### src/rtl/ilv_pkg.sv
package ilv_pkg;
    typedef enum logic [1:0] {
        ST_IDLE = 2'd0,
        ST_ADDR = 2'd1,
        ST_WAIT = 2'd2,
        ST_XFER = 2'd3
    } fetch_state_e;
endpackage

### src/rtl/ilv_bank.sv
// One storage bank with a fixed access latency counted from its start pulse.
module ilv_bank #(
    parameter int WORD_W  = 32,
    parameter int DEPTH   = 16,
    parameter int ACC_LAT = 15,
    localparam int ROW_W  = $clog2(DEPTH),
    localparam int LCNT_W = $clog2(ACC_LAT + 1)
) (
    input  logic              clk,
    input  logic              rst_n,
    input  logic              start,
    input  logic              we,
    input  logic [ROW_W-1:0]  row,
    input  logic [WORD_W-1:0] wdata,
    output logic [WORD_W-1:0] rdata,
    output logic              acc_last
);
    typedef struct packed {
        logic [LCNT_W-1:0] cnt;
        logic              we;
        logic [ROW_W-1:0]  row;
        logic [WORD_W-1:0] wdata;
        logic [WORD_W-1:0] rdata;
    } bank_regs_t;

    bank_regs_t bank_d, bank_q;
    logic [WORD_W-1:0] mem_q [DEPTH];

    always_comb begin
        bank_d = bank_q;
        if (bank_q.cnt != '0)
            bank_d.cnt = bank_q.cnt - LCNT_W'(1);
        if (bank_q.cnt == LCNT_W'(1) && !bank_q.we)
            bank_d.rdata = mem_q[bank_q.row];
        if (start) begin
            bank_d.cnt   = LCNT_W'(ACC_LAT);
            bank_d.we    = we;
            bank_d.row   = row;
            bank_d.wdata = wdata;
        end
    end

    always_ff @(posedge clk or negedge rst_n) begin
        if (!rst_n) bank_q <= '0;
        else        bank_q <= bank_d;
    end

    always_ff @(posedge clk) begin
        if (bank_q.cnt == LCNT_W'(1) && bank_q.we)
            mem_q[bank_q.row] <= bank_q.wdata;
    end

    assign rdata    = bank_q.rdata;
    assign acc_last = (bank_q.cnt == LCNT_W'(1));


    bank_idle_start_chk: assert property (@(posedge clk) disable iff (!rst_n)
        start |-> (bank_q.cnt == '0));
endmodule

### src/rtl/ilv_ctrl.sv
// Sequencer: address cycle, bank access wait, word transfer.
module ilv_ctrl
    import ilv_pkg::*;
#(
    parameter int WORD_W  = 32,
    parameter int NW      = 4,
    parameter int NB      = 4,
    parameter int LADDR_W = 4,
    parameter int CNT_W   = 8,
    localparam int IW     = $clog2(NW),
    localparam int BSH    = $clog2(NB),
    localparam int ROW_W  = LADDR_W + IW - BSH
) (
    input  logic                 clk,
    input  logic                 rst_n,
    input  logic                 req_valid,
    input  logic                 req_write,
    input  logic [LADDR_W-1:0]   req_line,
    input  logic [NW*WORD_W-1:0] req_wdata,
    output logic                 busy,
    output logic                 rd_valid,
    output logic [WORD_W-1:0]    rd_data,
    output logic                 line_done,
    output logic [CNT_W-1:0]     cyc_count,
    output logic [NB-1:0]        bank_start,
    output logic                 bank_we,
    output logic [ROW_W-1:0]     bank_row,
    output logic [NB*WORD_W-1:0] bank_wdata,
    input  logic [NB*WORD_W-1:0] bank_rdata,
    input  logic [NB-1:0]        bank_last
);
    typedef struct packed {
        fetch_state_e          state;
        logic                  wr;
        logic [LADDR_W-1:0]    line;
        logic [IW-1:0]         idx;
        logic [NW*WORD_W-1:0]  wbuf;
        logic [CNT_W-1:0]      cnt;
    } ctrl_regs_t;

    ctrl_regs_t ctrl_d, ctrl_q;
    logic [LADDR_W+IW-1:0] waddr;
    logic last_word;

    always_comb begin
        ctrl_d    = ctrl_q;
        line_done = 1'b0;
        rd_valid  = 1'b0;
        rd_data   = '0;
        waddr     = {ctrl_q.line, ctrl_q.idx};
        bank_row  = ROW_W'(waddr >> BSH);
        bank_start = {NB{ctrl_q.state == ST_ADDR}};
        bank_we   = ctrl_q.wr;
        for (int b = 0; b < NB; b++)
            bank_wdata[b*WORD_W +: WORD_W] = ctrl_q.wbuf[b*WORD_W +: WORD_W];
        if (NB == 1) begin
            for (int w = 0; w < NW; w++)
                if (IW'(w) == ctrl_q.idx)
                    bank_wdata[0 +: WORD_W] = ctrl_q.wbuf[w*WORD_W +: WORD_W];
        end
        last_word = (NB == NW) || (ctrl_q.idx == IW'(NW - 1));

        case (ctrl_q.state)
            ST_IDLE: begin
                if (req_valid) begin
                    ctrl_d.state = ST_ADDR;
                    ctrl_d.wr    = req_write;
                    ctrl_d.line  = req_line;
                    ctrl_d.wbuf  = req_wdata;
                    ctrl_d.idx   = '0;
                    ctrl_d.cnt   = CNT_W'(1);
                end
            end
            ST_ADDR: begin
                ctrl_d.state = ST_WAIT;
                ctrl_d.cnt   = ctrl_q.cnt + CNT_W'(1);
            end
            ST_WAIT: begin
                if (&bank_last) begin
                    if (ctrl_q.wr) begin
                        if (last_word) begin
                            line_done    = 1'b1;
                            ctrl_d.state = ST_IDLE;
                        end else begin
                            ctrl_d.idx   = ctrl_q.idx + IW'(1);
                            ctrl_d.state = ST_ADDR;
                            ctrl_d.cnt   = ctrl_q.cnt + CNT_W'(1);
                        end
                    end else begin
                        ctrl_d.state = ST_XFER;
                        ctrl_d.cnt   = ctrl_q.cnt + CNT_W'(1);
                    end
                end else begin
                    ctrl_d.cnt = ctrl_q.cnt + CNT_W'(1);
                end
            end
            default: begin
                rd_valid = 1'b1;
                for (int b = 0; b < NB; b++)
                    if (NB == 1 || IW'(b) == ctrl_q.idx)
                        rd_data = bank_rdata[b*WORD_W +: WORD_W];
                if (ctrl_q.idx == IW'(NW - 1)) begin
                    line_done    = 1'b1;
                    ctrl_d.state = ST_IDLE;
                end else begin
                    ctrl_d.idx   = ctrl_q.idx + IW'(1);
                    ctrl_d.state = (NB == NW) ? ST_XFER : ST_ADDR;
                    ctrl_d.cnt   = ctrl_q.cnt + CNT_W'(1);
                end
            end
        endcase
    end

    always_ff @(posedge clk or negedge rst_n) begin
        if (!rst_n) ctrl_q <= '0;
        else        ctrl_q <= ctrl_d;
    end

    assign busy      = (ctrl_q.state != ST_IDLE);
    assign cyc_count = ctrl_q.cnt;


    cnt_step_chk: assert property (@(posedge clk) disable iff (!rst_n)
        (busy && $past(busy)) |-> (cyc_count == $past(cyc_count) + CNT_W'(1)));

    hold_req_chk: assert property (@(posedge clk) disable iff (!rst_n)
        (busy && $past(busy)) |-> ($stable(ctrl_q.line) && $stable(ctrl_q.wr)));

    no_wr_strobe_chk: assert property (@(posedge clk) disable iff (!rst_n)
        rd_valid |-> !ctrl_q.wr);

    done_busy_chk: assert property (@(posedge clk) disable iff (!rst_n)
        line_done |-> busy);
endmodule

### src/rtl/ilv_line_fetch.sv
module ilv_line_fetch #(
    parameter int WORD_W      = 32,
    parameter int LINE_WORDS  = 4,
    parameter int LINE_ADDR_W = 4,
    parameter int ACC_LAT     = 15,
    parameter bit INTERLEAVE  = 1'b1,
    parameter int CNT_W       = 8
) (
    input  logic                         clk,
    input  logic                         rst_n,
    input  logic                         req_valid,
    input  logic                         req_write,
    input  logic [LINE_ADDR_W-1:0]       req_line,
    input  logic [LINE_WORDS*WORD_W-1:0] req_wdata,
    output logic                         busy,
    output logic                         rd_valid,
    output logic [WORD_W-1:0]            rd_data,
    output logic                         line_done,
    output logic [CNT_W-1:0]             cyc_count
);
    localparam int NB    = INTERLEAVE ? LINE_WORDS : 1;
    localparam int DEPTH = (2 ** LINE_ADDR_W) * LINE_WORDS / NB;
    localparam int ROW_W = $clog2(DEPTH);

    logic [NB-1:0]        bank_start, bank_last;
    logic                 bank_we;
    logic [ROW_W-1:0]     bank_row;
    logic [NB*WORD_W-1:0] bank_wdata, bank_rdata;

    ilv_ctrl #(
        .WORD_W(WORD_W), .NW(LINE_WORDS), .NB(NB),
        .LADDR_W(LINE_ADDR_W), .CNT_W(CNT_W)
    ) u_ctrl (
        .clk(clk), .rst_n(rst_n),
        .req_valid(req_valid), .req_write(req_write),
        .req_line(req_line), .req_wdata(req_wdata),
        .busy(busy), .rd_valid(rd_valid), .rd_data(rd_data),
        .line_done(line_done), .cyc_count(cyc_count),
        .bank_start(bank_start), .bank_we(bank_we), .bank_row(bank_row),
        .bank_wdata(bank_wdata), .bank_rdata(bank_rdata), .bank_last(bank_last)
    );

    for (genvar b = 0; b < NB; b++) begin : g_bank
        ilv_bank #(.WORD_W(WORD_W), .DEPTH(DEPTH), .ACC_LAT(ACC_LAT)) u_bank (
            .clk(clk), .rst_n(rst_n),
            .start(bank_start[b]), .we(bank_we), .row(bank_row),
            .wdata(bank_wdata[b*WORD_W +: WORD_W]),
            .rdata(bank_rdata[b*WORD_W +: WORD_W]),
            .acc_last(bank_last[b])
        );
    end

    if (NB > 1) begin : g_sync_chk

        bank_sync_chk: assert property (@(posedge clk) disable iff (!rst_n)
            (|bank_start) |-> (&bank_start));
    end
endmodule

### config.mk
export PLATFORM = sky130hd
export DESIGN_NAME = ilv_line_fetch
export DESIGN_NICKNAME = d
export VERILOG_FILES = /design/src/rtl/ilv_pkg.sv /design/src/rtl/ilv_bank.sv /design/src/rtl/ilv_ctrl.sv /design/src/rtl/ilv_line_fetch.sv
export SDC_FILE = /design/constraint.sdc
export NUM_CORES = 2
export LEC_CHECK = 0
export ABC_CLOCK_PERIOD_IN_PS = 3600
export BUFFER_PORTS_ARGS = -buffer_cell sky130_fd_sc_hd__clkbuf_2
export CORE_UTILIZATION = 50
export DETAILED_ROUTE_END_ITERATION = 16
export PLACE_DENSITY = 0.74
export SETUP_SLACK_MARGIN = 0.02
export SYNTH_ARGS = -nofsm -noshare
export SYNTH_HDL_FRONTEND = slang
export SYNTH_SLANG_ARGS = --single-unit
### constraint.sdc
create_clock -name clk -period 3.6 [get_ports clk]
set_input_delay 0.18 -clock clk [delete_from_list [all_inputs] [get_ports clk]]
set_output_delay 0.18 -clock clk [all_outputs]
set_load 0.01 [all_outputs]
==> results_dict.tcl <==
set metrics [dict create \
    number_of_port_buffers 178 \
    design.final.nets 5219 \
    worst_pin_slew_ns 0.8532 \
    clock_skew_ns 0.04321 \
    clkPwrFrac_pct 27.4 \
    die_x_um 436.7 \
    worst_skew_pair.late_latency_ns 0.88 \
    core.rowCount 159 \
    crit_required_ns 3.42 \
    synth-seq-cells 2470 \
    timing_hold_violations_final 0 \
    clockBufferDepth 3 \
    critPathMaxFanout 32 \
    clk_pin_slew_worst_paths_ns 0.06 \
    gate_count_post_synth 4631 \
    total_leakage_power_uw 0.03564 \
    drt-initial-drc-count 5723 \
    criticalPathCategory "flop to output pin" \
    floorplan.core_area_um2 187800 \
    finalWeightedCongestion 0.8921 \
    first_pass_iters 11 \
    max_transition_margin_pct 43.12 \
    synth.net_count 4788 \
    postLayoutSetupSlackWorst_ns 0.002775 \
    ant_nets 0 \
    overflow 0 \
    cts.root.buffer_cell "sky130_fd_sc_hd__clkbuf_16" \
    place_hpwl_um 124800 \
    routed_wire_length_per_instance_um 29.51 \
    worstHoldPathType "primary input to flop" \
    pin_count 179 \
    setup_viol_count_final 0 \
    slew_violations 0 \
    drt_wl_total_um 228800 \
    die-area_um2 190700 \
    routed_via_density 6.185 \
    crit_path_start_kind "flop" \
    post-route-util_pct 57.90 \
    maxCapViolations 0 \
    violations_in_the_final_reports "DRC" \
    drive_above_1_share_pct 29.30 \
    internal-power_uw 59810 \
    cellPowerDensity_nw_per_um2 791.2 \
    ys_async_rst_share_pct 17.09 \
    final_cell_area_um2 108700 \
    synthesis.area_um2 94470 \
    clock.fmax_ghz 0.2780 \
    endpoint_kind "output pin" \
    post_placement_cell_area_um2 99760 \
    irDropWorstVdd_mv 0.7027 \
    grt_pass1_vias 49050 \
    synth-warning-count 0 \
    timing.final.crit_period_ns 3.597 \
    timing.final.crit_share_pct 99.92 \
    dominantRegCellSynth "sky130_fd_sc_hd__edfxtp_1" \
    unrepaired_setup_endpoints_after_global_routing "true" \
    synth_edf_count 2048 \
    tritoncts "yes" \
    syn2layout_area_growth_pct 15.11 \
    via_count 47960 \
    power.total_uw 86040 \
    netSwitchingFraction_pct 30.48 \
    htree_num_levels 4 \
    track_usage_pct 24.20 \
    run_status "complete, but fails checks" \
    number_of_buffers_created_by_cts 222 \
    pre_cts_slack_ns 0.2309 \
    total_switching_power_uw 26220 \
    grt_start_max_net_pins 95 \
    power_frac_seq_pct 48.6 \
    ys_types 51 \
    arrival_ns 3.42 \
    avgSynthCellArea_um2 20.40 \
    synth.yosys.seq_area_share_pct 76.28 \
    clock_sink_count 2470 \
    detail_route.drc_violations 16 \
    grt_pass1_wl_um 335400 \
    dieHeight_um 436.7 \
    initial_utilization_pct 50.30 \
    combinationalPowerShare_pct 24.0 \
    antenna_found_initial 7 \
]
-- cell usage after synthesis, drive strengths merged (2+ instances only) --
cell	n	area share [%]
edfxtp	2048	65
mux4	504	12
dfrtp	422	11
nand2	309	1.2
mux2	269	3.2
buf	146	0.96
clkbuf	132	0.52
a22oi	128	1.0
nand4	126	0.83
o21a	125	0.99
nor2	57	0.23
inv	55	0.22
nor2b	50	0.33
a211o	35	0.32
a21boi	33	0.26
a221oi	32	0.30
nor3	25	0.13
ha	21	0.28
mux2i	17	0.18
nand3	10	0.053
o211ai	10	0.079
o21ai	10	0.053
a21oi	8	0.042
nor3b	5	0.040
or3	5	0.033
a31oi	4	0.026
nand2b	4	0.026
o22ai	4	0.026
o31ai	4	0.032
o32ai	4	0.037
xnor2	4	0.037
nand3b	3	0.024
nor4	3	0.020
nor4b	3	0.034
or2	3	0.020
or3b	3	0.028
and2	2	0.013
and4	2	0.019
-- cell families (layout without fill, tap and decap cells) --
kind of cell | Yosys count | in the layout | synth area share [%]
flops | 2470 | 2470 | 76.28
compound gates | 401 | 401 | 3.228
fa+ha+maj | 21 | 21 | 0.2781
other cells | 0 | 1 | 0
buf+inv | 334 | 962 | 1.711
mux | 790 | 790 | 15.40
xor+xnor | 4 | 4 | 0.03708
simple gates | 611 | 611 | 3.069
-- power by group through the flow --
stage / clock network (uW) / registers (uW) / logic [uW]
floorplan: 0 / 39700 / 14800
global placement: 0 / 42000 / 19800
detailed placement: 0 / 42400 / 20000
CTS: 23900 / 41800 / 20600
global route: 24900 / 42300 / 21800
finish: 23600 / 41800 / 20600
-- metrics by stage --
| stage | instances | hold slack [ns] | setup TNS (ns) |
|---|---|---|---|
| final | 7755 | 0.06725 | 0 |
| after global routing | 7755 | 0.05600 | 0 |
| after floorplan | 4631 | -0.1156 | -115.10 |
| after detailed placement | 7188 | 0.3018 | 0 |
| after global placement | 7188 | 0.2845 | 0 |
| after CTS | 7754 | 0.02882 | 0 |
-- cell type report --
class                           count  area, um2
Clock buffer                      319       6243
Antenna cell                        1      2.502
Multi-Input combinational cell   1827      21490
Clock inverter                    102       1090
Timing Repair Buffer              485       4516
Inverter                           56      210.2
Sequential cell                  2470      72070
Fill cell                       13200      79060
Tap cell                         2495       3122
-- layer usage --
metal | wire, um | vias up | track usage [%]
li1 | - | 19650 | -
met3 | 19330 | 476 | 3.953
met1 | 84650 | 25340 | 31.99
met5 | 27 | - | 0
met2 | 113500 | 2494 | 39.54
met4 | 11280 | 4 | 11.34
-- state kept, by name, summed over array words and instances (netlist names) --
register and flops:
g_bank.u_bank.mem_q 2048, g_bank.u_bank.bank_q 149, g_bank.u_bank.rdata 128, u_ctrl.bank_wdata 128, u_ctrl.cyc_count 8, u_ctrl.bank_row 4
u_ctrl.ctrl_q 4, u_ctrl.bank_we 1
-- timing repair --
action                                  4_1_cts  5_1_grt
pin swaps                                     1        0
hold buffers                                142        0
hold endpoints to repair                    497        0
endpoints found under the setup margin       30       17
resized for setup                            37        9
buffers inserted                              3        0
-- path summary, 6_finish.rpt --
check	startpoint	to	slack [ns]	cells after the start
min in group asynchronous	rst_n	g_bank[3].u_bank.bank_q[41]$_DFFE_PN0P_	0.39	3
min	req_wdata[116]	u_ctrl.bank_wdata[116]$_DFFE_PN0P_	0.07	3
max reg2reg	g_bank[1].u_bank.bank_q[70]$_DFFE_PN0P_	g_bank[1].u_bank.mem_q[4][24]$_DFFE_PP_	0.66	7
max in group asynchronous	rst_n	g_bank[0].u_bank.rdata[15]$_DFFE_PN0P_	2.29	4
max	u_ctrl.ctrl_q[136]$_DFFE_PN0P_	rd_data[29]	0.003	7
min reg2reg	u_ctrl.bank_wdata[33]$_DFFE_PN0P_	g_bank[1].u_bank.bank_q[33]$_DFFE_PN0P_	0.47	1
-- critical path: stages (launching register included) --
cell and delay [ns]:
sky130_fd_sc_hd__dfrtp_1 0.47, sky130_fd_sc_hd__inv_1 0.16, sky130_fd_sc_hd__ha_1 0.16, sky130_fd_sc_hd__buf_4 0.40, sky130_fd_sc_hd__a221oi_1 0.17, sky130_fd_sc_hd__a211o_1 0.29, sky130_fd_sc_hd__a21boi_0 0.65, sky130_fd_sc_hd__clkbuf_2 0.26
-- cells in the final DEF, fill, tap and decap left out, types with 126 or more instances in the layout --
| master | synthesis | layout |
|---|---|---|
| sky130_fd_sc_hd__nand2_1 | 309 | 308 |
| sky130_fd_sc_hd__dfrtp_1 | 422 | 420 |
| sky130_fd_sc_hd__a22oi_1 | 128 | 128 |
| sky130_fd_sc_hd__clkbuf_16 | 0 | 225 |
| sky130_fd_sc_hd__edfxtp_1 | 2048 | 2048 |
| sky130_fd_sc_hd__clkbuf_2 | 0 | 177 |
| sky130_fd_sc_hd__mux4_2 | 504 | 504 |
| sky130_fd_sc_hd__mux2_2 | 267 | 267 |
| sky130_fd_sc_hd__dlygate4sd3_1 | 0 | 141 |
| sky130_fd_sc_hd__nand4_1 | 126 | 126 |
Note: power is estimated with default switching activity, not from simulation.
